--- src/rtl/i2c_burst_tx_pkg.sv ---
// Package: shared register offsets, pending bit positions and engine states
// for the I2C burst transmitter. Assumes word addressing on the register port.
package i2c_burst_tx_pkg;
    localparam int OFS_CTRL = 0;
    localparam int OFS_DIV  = 1;
    localparam int OFS_CNT  = 2;
    localparam int OFS_IEN  = 3;
    localparam int OFS_PEND = 4;

    localparam int PB_DONE  = 2;
    localparam int PB_START = 4;
    localparam int PB_STOP  = 5;
    localparam int PB_NAK   = 6;
    localparam int PEND_W   = 7;

    typedef enum logic [2:0] {
        EN_IDLE,   // waiting for a request
        EN_SREL,   // start: release SDA during a low phase
        EN_SHI1,   // start: SCL high, SDA high
        EN_SHI2,   // start: SCL high, SDA low
        EN_BLOW,   // bit: SCL low, SDA updated
        EN_BHIGH,  // bit: SCL high, SDA stable
        EN_PLOW,   // stop: SCL low, SDA pulled low
        EN_PHIGH   // stop: SCL high before SDA release
    } eng_state_t;
endpackage

--- src/rtl/i2c_burst_tx_regs.sv ---
// Register block: control, divider, count, interrupt enable, W1C pending and
// the transmit buffer. Produces one-cycle requests for the engine. Assumes
// NUM_WORDS >= 8 so control offsets sit below the buffer window.
module i2c_burst_tx_regs
    import i2c_burst_tx_pkg::*;
#(
    parameter int NUM_WORDS = 8,
    parameter int DIVW      = 16,
    localparam int AW   = $clog2(NUM_WORDS) + 1,
    localparam int WIW  = $clog2(NUM_WORDS),
    localparam int MAXB = NUM_WORDS * 4,
    localparam int BIW  = $clog2(MAXB),
    localparam int CNTW = BIW + 1
) (
    input  logic            clk,
    input  logic            rst_n,
    input  logic            reg_we,
    input  logic [AW-1:0]   reg_addr,
    input  logic [31:0]     reg_wdata,
    output logic [31:0]     reg_rdata,
    input  logic            busy,
    input  logic            ev_start,
    input  logic            ev_stop,
    input  logic            ev_done,
    input  logic            ev_nak,
    input  logic [BIW-1:0]  byte_idx,
    output logic            en,
    output logic [DIVW-1:0] div_lo,
    output logic [DIVW-1:0] div_hi,
    output logic            go_start,
    output logic            go_stop,
    output logic            go_burst,
    output logic [CNTW-1:0] burst_len,
    output logic [7:0]      tx_byte,
    output logic            irq
);
    logic [4:0]        ctrl_q;
    logic [2*DIVW-1:0] div_q;
    logic [CNTW-1:0]   cnt_q;
    logic [PEND_W-1:0] ien_q;
    logic [PEND_W-1:0] pend_q;
    logic [31:0]       buf_q [NUM_WORDS];
    logic [PEND_W-1:0] ev_vec;
    logic              wr_ctrl, wr_cnt, wr_pend, cnt_ok;

    assign wr_ctrl = reg_we && (reg_addr == AW'(OFS_CTRL));
    assign wr_cnt  = reg_we && (reg_addr == AW'(OFS_CNT));
    assign wr_pend = reg_we && (reg_addr == AW'(OFS_PEND));
    assign cnt_ok  = (reg_wdata[CNTW-1:0] != '0) && (reg_wdata[CNTW-1:0] <= CNTW'(MAXB));

    // Requests reach the engine only when it is already enabled and idle.
    assign go_start = wr_ctrl && ctrl_q[0] && reg_wdata[0] && reg_wdata[3] && !busy;
    assign go_stop  = wr_ctrl && ctrl_q[0] && reg_wdata[0] && reg_wdata[4] && !reg_wdata[3] && !busy;
    assign go_burst = wr_cnt && ctrl_q[0] && (ctrl_q[2:1] == 2'd0) && cnt_ok && !busy;

    assign en        = ctrl_q[0];
    assign div_lo    = div_q[DIVW-1:0];
    assign div_hi    = div_q[2*DIVW-1:DIVW];
    assign burst_len = cnt_q;
    assign tx_byte   = buf_q[byte_idx[BIW-1:2]][{byte_idx[1:0], 3'b000} +: 8];
    assign irq       = |(pend_q & ien_q);

    always_comb begin
        ev_vec = '0;
        ev_vec[PB_DONE]  = ev_done;
        ev_vec[PB_START] = ev_start;
        ev_vec[PB_STOP]  = ev_stop;
        ev_vec[PB_NAK]   = ev_nak;
    end

    // Control-side registers: control, divider, accepted count, enables.
    always_ff @(posedge clk) begin
        if (!rst_n) begin
            ctrl_q <= '0;
            div_q  <= '0;
            cnt_q  <= '0;
            ien_q  <= '0;
        end else begin
            if (wr_ctrl) ctrl_q <= reg_wdata[4:0];
            if (reg_we && reg_addr == AW'(OFS_DIV)) div_q <= reg_wdata[2*DIVW-1:0];
            if (go_burst) cnt_q <= reg_wdata[CNTW-1:0];
            if (reg_we && reg_addr == AW'(OFS_IEN)) ien_q <= reg_wdata[PEND_W-1:0];
        end
    end

    // Pending flags: set by engine events, cleared by writing ones.
    always_ff @(posedge clk) begin
        if (!rst_n) pend_q <= '0;
        else        pend_q <= (pend_q & ~(wr_pend ? reg_wdata[PEND_W-1:0] : '0)) | ev_vec;
    end

    // Transmit buffer, one register per word.
    for (genvar w = 0; w < NUM_WORDS; w++) begin : g_word
        always_ff @(posedge clk) begin
            if (!rst_n) buf_q[w] <= '0;
            else if (reg_we && reg_addr[AW-1] && reg_addr[WIW-1:0] == WIW'(w)) buf_q[w] <= reg_wdata;
        end
    end

    // Read multiplexer.
    always_comb begin
        reg_rdata = '0;
        if (reg_addr[AW-1]) reg_rdata = buf_q[reg_addr[WIW-1:0]];
        else begin
            case (int'(reg_addr))
                OFS_CTRL: reg_rdata = 32'(ctrl_q);
                OFS_DIV:  reg_rdata = 32'(div_q);
                OFS_CNT:  reg_rdata = 32'(cnt_q);
                OFS_IEN:  reg_rdata = 32'(ien_q);
                OFS_PEND: reg_rdata = 32'(pend_q);
                default:  reg_rdata = '0;
            endcase
        end
    end

    a_r10_pend_sticky: assert property (@(posedge clk) disable iff (!rst_n)
        !wr_pend |=> ((pend_q & $past(pend_q)) == $past(pend_q)));
    a_r9_launch_idle: assert property (@(posedge clk) disable iff (!rst_n)
        go_burst |=> busy);
endmodule

--- src/rtl/i2c_burst_tx_engine.sv ---
// Bit engine: sequences start, byte bursts with acknowledge slots, and stop on
// open-drain SCL/SDA enables. Phase lengths come from the divider halves.
// Assumes a single master and no clock stretching by the target.
module i2c_burst_tx_engine
    import i2c_burst_tx_pkg::*;
#(
    parameter int DIVW = 16,
    parameter int MAXB = 32,
    localparam int BIW  = $clog2(MAXB),
    localparam int CNTW = BIW + 1,
    localparam int TW   = DIVW + 4
) (
    input  logic            clk,
    input  logic            rst_n,
    input  logic            en,
    input  logic [DIVW-1:0] div_lo,
    input  logic [DIVW-1:0] div_hi,
    input  logic            go_start,
    input  logic            go_stop,
    input  logic            go_burst,
    input  logic [CNTW-1:0] burst_len,
    input  logic [7:0]      tx_byte,
    output logic [BIW-1:0]  byte_idx,
    input  logic            sda_in,
    output logic            scl_oe,
    output logic            sda_oe,
    output logic            ev_start,
    output logic            ev_stop,
    output logic            ev_done,
    output logic            ev_nak,
    output logic            busy
);
    eng_state_t     state;
    logic [TW-1:0]  tmr;
    logic [TW-1:0]  low_m1, high_m1, half_m1;
    logic [3:0]     bit_cnt;
    logic [BIW-1:0] byte_cnt;
    logic           nak_q, last_byte;

    assign low_m1    = (TW'(div_lo) + TW'(1)) * TW'(8) - TW'(1);
    assign high_m1   = (TW'(div_hi) + TW'(1)) * TW'(8) - TW'(1);
    assign half_m1   = (TW'(div_hi) + TW'(1)) * TW'(4) - TW'(1);
    assign last_byte = (byte_cnt == BIW'(burst_len - CNTW'(1)));
    assign byte_idx  = byte_cnt;
    assign busy      = (state != EN_IDLE);

    // Main sequencer: phase timer, line enables, bit/byte counters, events.
    always_ff @(posedge clk) begin
        if (!rst_n || !en) begin
            state    <= EN_IDLE;
            tmr      <= '0;
            scl_oe   <= 1'b0;
            sda_oe   <= 1'b0;
            bit_cnt  <= '0;
            byte_cnt <= '0;
            nak_q    <= 1'b0;
            ev_start <= 1'b0;
            ev_stop  <= 1'b0;
            ev_done  <= 1'b0;
            ev_nak   <= 1'b0;
        end else begin
            ev_start <= 1'b0;
            ev_stop  <= 1'b0;
            ev_done  <= 1'b0;
            ev_nak   <= 1'b0;
            if (tmr != '0) tmr <= tmr - TW'(1);
            case (state)
                EN_IDLE: begin
                    if (go_start) begin
                        sda_oe <= 1'b0;
                        tmr    <= low_m1;
                        state  <= EN_SREL;
                    end else if (go_stop) begin
                        scl_oe <= 1'b1;
                        tmr    <= low_m1;
                        state  <= EN_PLOW;
                    end else if (go_burst) begin
                        scl_oe   <= 1'b1;
                        bit_cnt  <= '0;
                        byte_cnt <= '0;
                        tmr      <= low_m1;
                        state    <= EN_BLOW;
                    end
                end
                EN_SREL: if (tmr == '0) begin
                    scl_oe <= 1'b0;
                    tmr    <= half_m1;
                    state  <= EN_SHI1;
                end
                EN_SHI1: if (tmr == '0) begin
                    sda_oe <= 1'b1;
                    tmr    <= half_m1;
                    state  <= EN_SHI2;
                end
                EN_SHI2: if (tmr == '0) begin
                    scl_oe   <= 1'b1;
                    ev_start <= 1'b1;
                    state    <= EN_IDLE;
                end
                EN_BLOW: begin
                    if (tmr == low_m1)
                        sda_oe <= (bit_cnt == 4'd8) ? 1'b0 : ~tx_byte[3'd7 - bit_cnt[2:0]];
                    if (tmr == '0) begin
                        scl_oe <= 1'b0;
                        tmr    <= high_m1;
                        state  <= EN_BHIGH;
                    end
                end
                EN_BHIGH: begin
                    if (bit_cnt == 4'd8 && tmr == half_m1) nak_q <= sda_in;
                    if (tmr == '0) begin
                        scl_oe <= 1'b1;
                        tmr    <= low_m1;
                        if (bit_cnt != 4'd8) begin
                            bit_cnt <= bit_cnt + 4'd1;
                            state   <= EN_BLOW;
                        end else if (nak_q) begin
                            ev_nak <= 1'b1;
                            state  <= EN_IDLE;
                        end else if (last_byte) begin
                            ev_done <= 1'b1;
                            state   <= EN_IDLE;
                        end else begin
                            byte_cnt <= byte_cnt + BIW'(1);
                            bit_cnt  <= '0;
                            state    <= EN_BLOW;
                        end
                    end
                end
                EN_PLOW: begin
                    if (tmr == low_m1) sda_oe <= 1'b1;
                    if (tmr == '0) begin
                        scl_oe <= 1'b0;
                        tmr    <= high_m1;
                        state  <= EN_PHIGH;
                    end
                end
                EN_PHIGH: if (tmr == '0) begin
                    sda_oe  <= 1'b0;
                    ev_stop <= 1'b1;
                    state   <= EN_IDLE;
                end
                default: state <= EN_IDLE;
            endcase
        end
    end

    a_r6_sda_steady_high: assert property (@(posedge clk) disable iff (!rst_n)
        (state == EN_BHIGH && $past(state) == EN_BHIGH) |-> $stable(sda_oe));
    a_r12_release_off: assert property (@(posedge clk) disable iff (!rst_n)
        !en |=> (!scl_oe && !sda_oe));
    a_r7_done_lines: assert property (@(posedge clk) disable iff (!rst_n)
        ev_done |-> (scl_oe && !sda_oe));
    a_r8_single_event: assert property (@(posedge clk) disable iff (!rst_n)
        $onehot0({ev_start, ev_stop, ev_done, ev_nak}));
endmodule

--- src/rtl/i2c_burst_tx.sv ---
// Top: I2C master burst transmitter. Joins the register block and the bit
// engine. Assumes open-drain pads with external pull-ups on SCL and SDA.
module i2c_burst_tx
    import i2c_burst_tx_pkg::*;
#(
    parameter int NUM_WORDS = 8,
    parameter int DIVW      = 16,
    localparam int AW   = $clog2(NUM_WORDS) + 1,
    localparam int MAXB = NUM_WORDS * 4,
    localparam int BIW  = $clog2(MAXB),
    localparam int CNTW = BIW + 1
) (
    input  logic          clk,
    input  logic          rst_n,
    input  logic          reg_we,
    input  logic [AW-1:0] reg_addr,
    input  logic [31:0]   reg_wdata,
    output logic [31:0]   reg_rdata,
    output logic          scl_oe,
    output logic          sda_oe,
    input  logic          sda_in,
    output logic          irq
);
    logic            en, go_start, go_stop, go_burst, busy;
    logic            ev_start, ev_stop, ev_done, ev_nak;
    logic [DIVW-1:0] div_lo, div_hi;
    logic [CNTW-1:0] burst_len;
    logic [7:0]      tx_byte;
    logic [BIW-1:0]  byte_idx;

    i2c_burst_tx_regs #(.NUM_WORDS(NUM_WORDS), .DIVW(DIVW)) u_regs (
        .clk(clk), .rst_n(rst_n), .reg_we(reg_we), .reg_addr(reg_addr),
        .reg_wdata(reg_wdata), .reg_rdata(reg_rdata), .busy(busy),
        .ev_start(ev_start), .ev_stop(ev_stop), .ev_done(ev_done), .ev_nak(ev_nak),
        .byte_idx(byte_idx), .en(en), .div_lo(div_lo), .div_hi(div_hi),
        .go_start(go_start), .go_stop(go_stop), .go_burst(go_burst),
        .burst_len(burst_len), .tx_byte(tx_byte), .irq(irq)
    );

    i2c_burst_tx_engine #(.DIVW(DIVW), .MAXB(MAXB)) u_engine (
        .clk(clk), .rst_n(rst_n), .en(en), .div_lo(div_lo), .div_hi(div_hi),
        .go_start(go_start), .go_stop(go_stop), .go_burst(go_burst),
        .burst_len(burst_len), .tx_byte(tx_byte), .byte_idx(byte_idx),
        .sda_in(sda_in), .scl_oe(scl_oe), .sda_oe(sda_oe),
        .ev_start(ev_start), .ev_stop(ev_stop), .ev_done(ev_done), .ev_nak(ev_nak),
        .busy(busy)
    );
endmodule

--- config.mk ---
export PLATFORM = sky130hd
export DESIGN_NAME = i2c_burst_tx
export DESIGN_NICKNAME = d
export VERILOG_FILES = /design/src/rtl/i2c_burst_tx_pkg.sv /design/src/rtl/i2c_burst_tx_regs.sv /design/src/rtl/i2c_burst_tx_engine.sv /design/src/rtl/i2c_burst_tx.sv
export SDC_FILE = /design/constraint.sdc
export NUM_CORES = 1
export LEC_CHECK = 0
export BUFFER_PORTS_ARGS = -buffer_cell sky130_fd_sc_hd__buf_2
export CAP_MARGIN = 20
export CORE_MARGIN = 4
export CORE_UTILIZATION = 45
export CTS_BUF_LIST = sky130_fd_sc_hd__clkbuf_4
export DETAILED_ROUTE_END_ITERATION = 16
export GPL_ROUTABILITY_DRIVEN = 1
export SLEW_MARGIN = 20
export SYNTH_ARGS = -nofsm -noshare
export SYNTH_HDL_FRONTEND = slang
export SYNTH_SLANG_ARGS = --single-unit
export TNS_END_PERCENT = 10
--- constraint.sdc ---
create_clock -name clk -period 5.98 [get_ports clk]
set_clock_uncertainty 0.2 [all_clocks]
set_input_delay 0.598 -clock clk [delete_from_list [all_inputs] [get_ports clk]]
set_output_delay 0.598 -clock clk [all_outputs]
set_load 0.03 [all_outputs]
==> impl_metrics.py <==
metrics = {
    "layout": {
        "layout_commonest_cell": "and2_1",
        "drive_gt1_share_pct": 23.04,
        "multi_input_area_mm2": 0.01163,
        "register_area_mm2": 0.009676,
        "mostFrequentLayoutCells": "and2_1 (266), edfxtp_1 (256), clkbuf_4 (159), nand2_1 (152), mux4_2 (135)",
        "fill_cells": 4316,
        "syn_to_final_growth_pct": 11.50,
        "nets": 2075,
    },
    "worst_setup_path": {
        "rr_worst_depth": 10,
        "cp.arrival_ns": 4.78,
        "crit_fanout": 20,
        "worstPathRequired_ns": 6.45,
        "crit_path_end_kind": "flop",
        "r2r-start": "u_regs.div_q[0]$_SDFFE_PN0P_",
        "r2r-end": "u_engine.sda_oe$_SDFFE_PP0P_",
        "r2r_slack_ns": 1.67,
        "path_class": "reg -> reg",
        "crit_path_start_kind": "flop",
    },
    "die": {
        "rows": 80,
        "coreArea_mm2": 0.04795,
        "fp.dieArea_mm2": 0.05238,
        "pin_count": 75,
        "initial_core_util_pct": 45.78,
        "die_y_um": 228.9,
        "dieWidth_um": 228.9,
    },
    "drt": {
        "drt-pass1-iter-count": 6,
        "drt_iter0_drc": 1775,
        "vias": 16920,
        "drt-total-wl_um": 71370,
        "viasPerCell": 6.215,
        "drc": 0,
        "wl_per_cell_um": 26.22,
        "ant_nets": 0,
    },
    "place": {
        "portBuffers": 74,
        "hpwl_um": 45390,
        "place.gp.congestion": 0.9122,
        "pre_cts_ws_ns": 1.713,
    },
    "pwr": {
        "max-vdd-ir-drop_uv": 104.7,
        "powerDensity_mw_per_mm2": 231.6,
        "power_leakage_uw": 0.008551,
    },
    "synth": {
        "synthArstFlopShare_pct": 0,
        "synth_nets": 2008,
        "ys_ff_latch": 355,
        "avgSynthCellArea_um2": 11.22,
        "ys_types": 90,
        "synth-edff-count": 256,
        "netlist_area_mm2": 0.02195,
        "ys_warn_count": 0,
        "postSynthCellCount": 1957,
        "ys.flop_type": "edfxtp_1",
        "yosysSeqAreaShare_pct": 44.05,
    },
    "sta": {
        "fmax_ghz": 0.2323,
        "tns_ns": 0,
        "rsz0062_at_grt": "false",
        "fin_ws_ns": 1.675,
        "hold_viol_final": 0,
        "finalCritPeriodShare_pct": 71.99,
        "maxSlewHeadroom_pct": 32.87,
        "slew_viol_final": 0,
        "worstMarginPinSlew_ns": 1.003,
        "period_needed_ns": 4.305,
        "setup-violations-final": 0,
    },
    "clock_network": {
        "cts_resized": 0,
        "cts_tree": "yes",
        "cts_buffers": 95,
        "clk_path_buf_depth": 3,
        "clock-sinks": 355,
        "cts_root_buffer": "clkbuf_4",
        "holdBufCountCts": 33,
        "htreeDepth": 3,
        "postCtsSetupBuffers": 0,
        "clk_pin_slew_ns": 0.07,
        "clock_latency_ns": 0.83,
    },
    "job": {
        "maxCapViolations": 0,
    },
    "global_routing": {
        "grt_pass1_vias": 17040,
        "track_usage_pct": 26.95,
        "grt_pass1_wl_um": 106600,
        "antenna_found_initial": 1,
        "overflow": 0,
        "grt_max_degree": 54,
    },
    "worst_hold_path": {
        "hold_end": "u_regs.pend_q[1]$_SDFF_PN0_",
        "hold_path.class": "in -> reg",
        "hold-path-cell-count": 3,
        "min-delay-start": "rst_n",
    },
    "outcome": {
        "status": "complete, no violations",
    },
}
-- layout make-up --
type	count	share of cell area (%)
flip-flops and latches	355	39.53
repair buffers	144	4.151
well taps	615	3.144
multi-input cells	1408	47.52
inverters	20	0.3067
clock inverters	19	0.4499
diodes	2	0.02045
clock buffers	159	4.877
-- synth_stat cells, types with 12 or more instances --
library cell	instances	area share (%)
and2_1	265	7.6
edfxtp_1	256	35
nand2_1	153	2.6
clkbuf_1	137	2.3
mux4_2	135	14
dfxtp_1	99	9.0
nor2_1	86	1.5
a21oi_1	65	1.5
xnor2_1	58	2.3
o21ai_0	49	1.1
a21boi_0	45	1.5
mux2_2	35	1.8
xor2_1	35	1.4
mux2i_1	34	1.6
nand3_1	33	0.75
nor3_1	33	0.75
a22o_1	30	1.2
nor2b_1	27	0.77
nand4_1	23	0.66
nor4_1	22	0.63
o22ai_1	21	0.60
and3_1	20	0.57
inv_1	20	0.34
a31oi_1	18	0.51
buf_2	18	0.41
buf_1	16	0.27
or3_1	16	0.46
nand2b_1	12	0.34
-- report_power, final --
part           internal (µW)  switching (µW)  total, µW
clock network           1240            1050       2290
registers               2750            63.0       2810
logic                    236             333        569
total                   4220            1450       5670
-- layer usage --
layer  part of all wire [%]  up-vias  GRT usage, %
li1                       -     7565             -
met1                     39     8395         33.70
met2                     49      782         44.99
met3                    8.4      174         6.032
met4                    4.0        0         12.02
met5                      0        -             0
-- cell families (layout without fill, tap and decap cells) --
kind of cell	Yosys count	in the layout	share of synthesized area, %
simple gates	745	745	18.76
flops	355	355	44.05
compound gates	344	344	11.08
mux	205	205	17.25
buf+inv	194	342	3.505
xor+xnor	103	103	4.737
fa+ha+maj	11	11	0.6270
other cells	0	2	0
-- how the worst max path moves through the flow --
stage | end | from | slack, ns | cells past startpoint
2_1_floorplan | u_regs.buf_q[7][0]$_SDFFCE_PN0P_ | reg_addr[0] | 0.86 | 6
3_3_place_gp | u_engine.sda_oe$_SDFFE_PP0P_ | u_regs.div_q[0]$_SDFFE_PN0P_ | 1.82 | 10
3_5_place_dp | u_engine.sda_oe$_SDFFE_PP0P_ | u_regs.div_q[0]$_SDFFE_PN0P_ | 1.71 | 10
4_1_cts | u_engine.sda_oe$_SDFFE_PP0P_ | u_regs.div_q[0]$_SDFFE_PN0P_ | 1.72 | 10
5_1_grt | u_engine.sda_oe$_SDFFE_PP0P_ | u_regs.div_q[0]$_SDFFE_PN0P_ | 1.33 | 10
6_report | u_engine.sda_oe$_SDFFE_PP0P_ | u_regs.div_q[0]$_SDFFE_PN0P_ | 1.67 | 10
-- through the flow --
stage                     power, µW  hold slack [ns]  instance area [µm²]  cells  util (%)
final                          5669           0.1189                24470   2722     51.05
after global placement         3392           0.2398                22810   2508     47.57
after floorplan                3187           0.2243                21950   1957         -
after global routing           5893          0.09301                24470   2721     51.04
after detailed placement       3405           0.2466                22810   2508     47.57
after CTS                      5708          0.03426                24440   2719     50.98
-- sequential cells by signal, indices dropped and copies added, names as in the netlist, named ones only --
name / flops
u_regs.ien_q: 7
u_engine.ev_nak: 1
u_engine.tmr: 20
u_engine.state: 3
u_engine.sda_oe: 1
u_engine.byte_idx: 5
u_regs.burst_len: 6
u_regs.ctrl_q: 5
u_engine.ev_start: 1
u_engine.scl_oe: 1
u_regs.buf_q: 256
u_engine.ev_stop: 1
u_regs.pend_q: 7
u_engine.ev_done: 1
u_regs.div_q: 32
u_engine.bit_cnt: 4
u_engine.nak_q: 1
-- critical path, stage by stage (launching register included) --
cell     delay [ns]
dfxtp_1        0.71
ha_1           0.54
nand4_1        0.41
o31ai_1        0.45
nand2_1        0.21
nor4_2         0.46
nor2b_1        0.32
mux2_1         0.35
nor4_1         0.24
a31oi_1        0.14
mux2i_1        0.13
Note: power is estimated with default switching activity, not from simulation.
